--- config.mk ---
export PLATFORM = sky130hd
export DESIGN_NAME = fwd_unit
export DESIGN_NICKNAME = d
export VERILOG_FILES = /design/src/rtl/fwd_pkg.sv /design/src/rtl/fwd_detect.sv /design/src/rtl/fwd_mux.sv /design/src/rtl/fwd_unit.sv
export SDC_FILE = /design/constraint.sdc
export NUM_CORES = 1
export LEC_CHECK = 0
export BUFFER_PORTS_ARGS = -buffer_cell sky130_fd_sc_hd__buf_2
export CAP_MARGIN = 40
export CELL_PAD_IN_SITES_DETAIL_PLACEMENT = 0
export CELL_PAD_IN_SITES_GLOBAL_PLACEMENT = 1
export CORE_ASPECT_RATIO = 1.4
export CORE_MARGIN = 2
export CORE_UTILIZATION = 18
export DETAILED_ROUTE_END_ITERATION = 8
export PLACE_DENSITY = 0.92
export SLEW_MARGIN = 20
export SYNTH_ARGS = -nofsm -noshare
export SYNTH_HDL_FRONTEND = slang
export SYNTH_HIERARCHICAL = 1
export SYNTH_SLANG_ARGS = --single-unit
--- constraint.sdc ---
create_clock -name vclk -period 2
set_input_delay 0 -clock vclk [all_inputs]
set_output_delay 0 -clock vclk [all_outputs]
set_load 0.01 [all_outputs]
--- src/rtl/fwd_pkg.sv ---
package fwd_pkg;

    typedef enum logic [1:0] {
        SRC_FILE = 2'b00,
        SRC_WB   = 2'b01,
        SRC_MEM  = 2'b10
    } fwd_src_e;

    // Nearer stage holds the newer value, so it is checked first.
    function automatic fwd_src_e pick_src(input logic mem_hit, input logic wb_hit);
        if (mem_hit)     return SRC_MEM;
        else if (wb_hit) return SRC_WB;
        else             return SRC_FILE;
    endfunction

endpackage

--- src/rtl/fwd_detect.sv ---
module fwd_detect
    import fwd_pkg::*;
#(
    parameter int REG_W = 5
) (
    input  logic [REG_W-1:0] src_idx,
    input  logic             mem_wr_en,
    input  logic [REG_W-1:0] mem_dst_idx,
    input  logic             wb_wr_en,
    input  logic [REG_W-1:0] wb_dst_idx,
    output fwd_src_e         src_sel
);

    localparam logic [REG_W-1:0] ZERO_IDX = '0;

    function automatic logic stage_hit(input logic en,
                                       input logic [REG_W-1:0] dst,
                                       input logic [REG_W-1:0] src);
        return en && (dst != ZERO_IDX) && (dst == src);
    endfunction

    logic mem_hit;
    logic wb_hit;

    always_comb begin
        mem_hit = stage_hit(mem_wr_en, mem_dst_idx, src_idx);
        wb_hit  = stage_hit(wb_wr_en, wb_dst_idx, src_idx);
        src_sel = pick_src(mem_hit, wb_hit);
    end

endmodule

--- src/rtl/fwd_mux.sv ---
module fwd_mux
    import fwd_pkg::*;
#(
    parameter int DATA_W = 32
) (
    input  fwd_src_e          src_sel,
    input  logic [DATA_W-1:0] file_data,
    input  logic [DATA_W-1:0] wb_data,
    input  logic [DATA_W-1:0] mem_data,
    output logic [DATA_W-1:0] opnd
);

    always_comb begin
        case (src_sel)
            SRC_MEM: opnd = mem_data;
            SRC_WB:  opnd = wb_data;
            default: opnd = file_data;
        endcase
    end

endmodule

--- src/rtl/fwd_unit.sv ---
module fwd_unit
    import fwd_pkg::*;
#(
    parameter int REG_W  = 5,
    parameter int DATA_W = 32
) (
    input  logic [REG_W-1:0]  src_a_idx,
    input  logic [REG_W-1:0]  src_b_idx,
    input  logic              mem_wr_en,
    input  logic [REG_W-1:0]  mem_dst_idx,
    input  logic              wb_wr_en,
    input  logic [REG_W-1:0]  wb_dst_idx,
    input  logic [DATA_W-1:0] rf_a_data,
    input  logic [DATA_W-1:0] rf_b_data,
    input  logic [DATA_W-1:0] mem_alu_data,
    input  logic [DATA_W-1:0] wb_res_data,
    output logic [1:0]        sel_a,
    output logic [1:0]        sel_b,
    output logic [DATA_W-1:0] opnd_a,
    output logic [DATA_W-1:0] opnd_b
);

    localparam int NUM_OPND = 2;

    logic [REG_W-1:0]  src_idx  [NUM_OPND];
    logic [DATA_W-1:0] file_dat [NUM_OPND];
    logic [DATA_W-1:0] opnd_dat [NUM_OPND];
    fwd_src_e          src_sel  [NUM_OPND];

    assign src_idx[0]  = src_a_idx;
    assign src_idx[1]  = src_b_idx;
    assign file_dat[0] = rf_a_data;
    assign file_dat[1] = rf_b_data;

    for (genvar g = 0; g < NUM_OPND; g++) begin : g_opnd
        fwd_detect #(.REG_W(REG_W)) u_det (
            .src_idx     (src_idx[g]),
            .mem_wr_en   (mem_wr_en),
            .mem_dst_idx (mem_dst_idx),
            .wb_wr_en    (wb_wr_en),
            .wb_dst_idx  (wb_dst_idx),
            .src_sel     (src_sel[g])
        );

        fwd_mux #(.DATA_W(DATA_W)) u_mux (
            .src_sel   (src_sel[g]),
            .file_data (file_dat[g]),
            .wb_data   (wb_res_data),
            .mem_data  (mem_alu_data),
            .opnd      (opnd_dat[g])
        );
    end

    assign sel_a  = src_sel[0];
    assign sel_b  = src_sel[1];
    assign opnd_a = opnd_dat[0];
    assign opnd_b = opnd_dat[1];

endmodule

==> results.md <==
- CP cell instances: buf_2 -> o41ai_4 -> a211oi_4 -> nor3_2 -> inv_1 -> ha_4 -> buf_12 -> nand2_1 -> o21ai_1 -> buf_2
- Clock power share: 0%
- Post-Syn Area: 0.001592 sq mm
- Sw Ratio: 50.84%
- Seq pwr share: 0%
- Layout fillers: 953
- Post-Syn Area per Cell: 5.939 sq um
- WP buf/inv: 4
- First-pass GRT wire length: 12340 um
- Largest cells by area after synthesis: a22oi_1, o21ai_1, nand2_1
- Tot GR Track Use: 14.79%
- Cells after DPL: 574
- Share of post-route cells with drive strength above 1: 51.37%
- FP Rows: 40
- Critical Path Fanout Max: 34
- CP Class: in2out
- Switch Pwr: 0.0002659 W
- Number of diodes: 0
- Max-capacitance violation count: 0
- Clock buffers: 0
- Total number of vias: 2827
- Status: finished clean
- Synth Instances: 268
- Die Area: 0.009621 sq mm
- Initial antenna violation count: 0
- Drc violations: 0
- HPWL Detailed: 6257 um
- Distinct cells, synth: 19
- Yosys warnings: 6
- Final hold slack: 0.2925 ns
- Post-route ant nets: 0
- GR Overflow Total: 0
- Fin. max-slew vios: 0
- Worst path slowest cell: o41ai_4
- DRT Pass-1 Iters: 4
- Endpoints failing hold: 0
- Crit path DAT: 1.88 ns
- Initial Util: 18.49%
- Worst min-delay path category: in2out
- Pwr dens: 180.0 mW/mm^2
- Slowest stage delay, CP: 0.44 ns
- Worst VDD drop: 88.83 uV
- PortBufs: 218
- Final period util: 93.80%
- Post-route cell area: 0.002905 sq mm
- Final worst slack: 0.1239 ns
- Slew @ Worst Pin: 0.4134 ns
- Finished Core Util: 33.75%
- 1st-iter DRT viols: 108
- Setup violations, final: 0
- Area leader, netlist: a22oi_1
- Seq/Total Area, Yosys: 0%
- Internal: 0.0002571 W
- Detailed-route wire length: 8217 um
- Io pins: 218
- # nets final: 631
- Most used cell, CP: buf_2
- Shortest period the worst path allows: 1.876 ns
- DR WL/cell: 14.17 um
- Leakage: 1.431 nW
- Largest net degree at the start of global routing: 35
- Core ar.: 0.008608 sq mm
- Top-area cell type share of the netlist area: 30.19%
- Seq_cells: 0
- Worst endpoint required time: 2.00 ns
- Synthesized Nets: 422
- Critical path's top delay family: compound AO/OA/AOI/OAI gates
- Chip height: 115.3 um
- Seq. cell area: 0 sq um
- Slew headroom: 72.44%
- Area grow syn2layout: 82.55%
- Post-DP Area: 0.002769 sq mm
- Post-layout instance count excluding filler cells: 580
- Number of global-route vias before repair: 2703
- Die Wd: 83.47 um
- Comb power frac: 100.0%
- Crit path capture type: output port
- Vias per inst: 4.874
- Max Fclk: 533.0 MHz
- Pre-CTS setup slack: -0.04643 ns
- Critical Path Start Type: primary input
- GP Congestion: 0.8621
[cells by family after synthesis]
| logic type | synth area share, % |
|---|---|
| AO/OA/AOI/OAI | 54.56 |
| AND/OR/NAND/NOR | 21.07 |
| buffers and inverters | 12.42 |
| XOR/XNOR | 8.805 |
| adder cells (fa/ha/maj) | 3.145 |
[cell type report]
cell class         count  area, sq um  area share [%]
inverters              4        15.01          0.5168
repair buffers       235         1297           44.66
multi-input cells    236         1461           50.30
well taps            105        131.4           4.522
[power by group through the flow]
stage,clock (W),combinational [W],sequential (W)
final,0,0.000523,0
after global routing,0,0.000579,0
after CTS,0,0.000509,0
after detailed placement,0,0.000505,0
after global placement,0,0.000498,0
after floorplan,0,0.000213,0
[path summary, 6_finish.rpt]
check	startpoint	end	slack [ns]	cells after the start
worst max-delay path	mem_dst_idx[0]	opnd_a[10]	0.12	10
worst min-delay path	rf_a_data[29]	opnd_a[29]	0.29	4
[per-layer routing]
layer  GRT usage, %  share of wire, %  vias up
met5              0                 0        -
met4          1.935              0.58        0
met3         0.8615               7.3        6
met2          30.05                55      150
met1          17.32                37     1264
li1               -                 -     1407
[layout by cell type (no fill, tap or decap), types with 3 or more instances in the layout]
cell	count
nand2_1	68
o21ai_0	4
ha_4	3
xnor2_1	10
a22oi_1	64
buf_12	5
inv_1	4
buf_2	219
buf_4	8
xor2_1	6
o21ai_1	60
nor3_1	4
nand3_1	4
[Yosys cell counts (all sizes together)]
library cell / count
nand2: 68
a22oi: 64
o21ai: 64
buf: 28
xnor2: 10
nor3: 6
xor2: 6
ha: 4
inv: 4
nand3: 4
a211oi: 2
a21oi: 2
nor2: 2
nor4: 2
o41ai: 2
[stage by stage]
step,TNS [ns],total power [W]
floorplan,0,0.0002135
global placement,0,0.0004984
detailed placement,-0.7137,0.0005051
CTS,0,0.0005087
global route,-0.01066,0.0005795
finish,0,0.0005230
[what timing repair did]
action	CTS	global route
gates cloned	0	1
buffers inserted	0	5
hold endpoints to repair	0	0
pin swaps	0	2
endpoints found under the setup margin	32	64
hold buffers	0	0
resized for setup	1	9
Power figures use the tool's default switching activity.
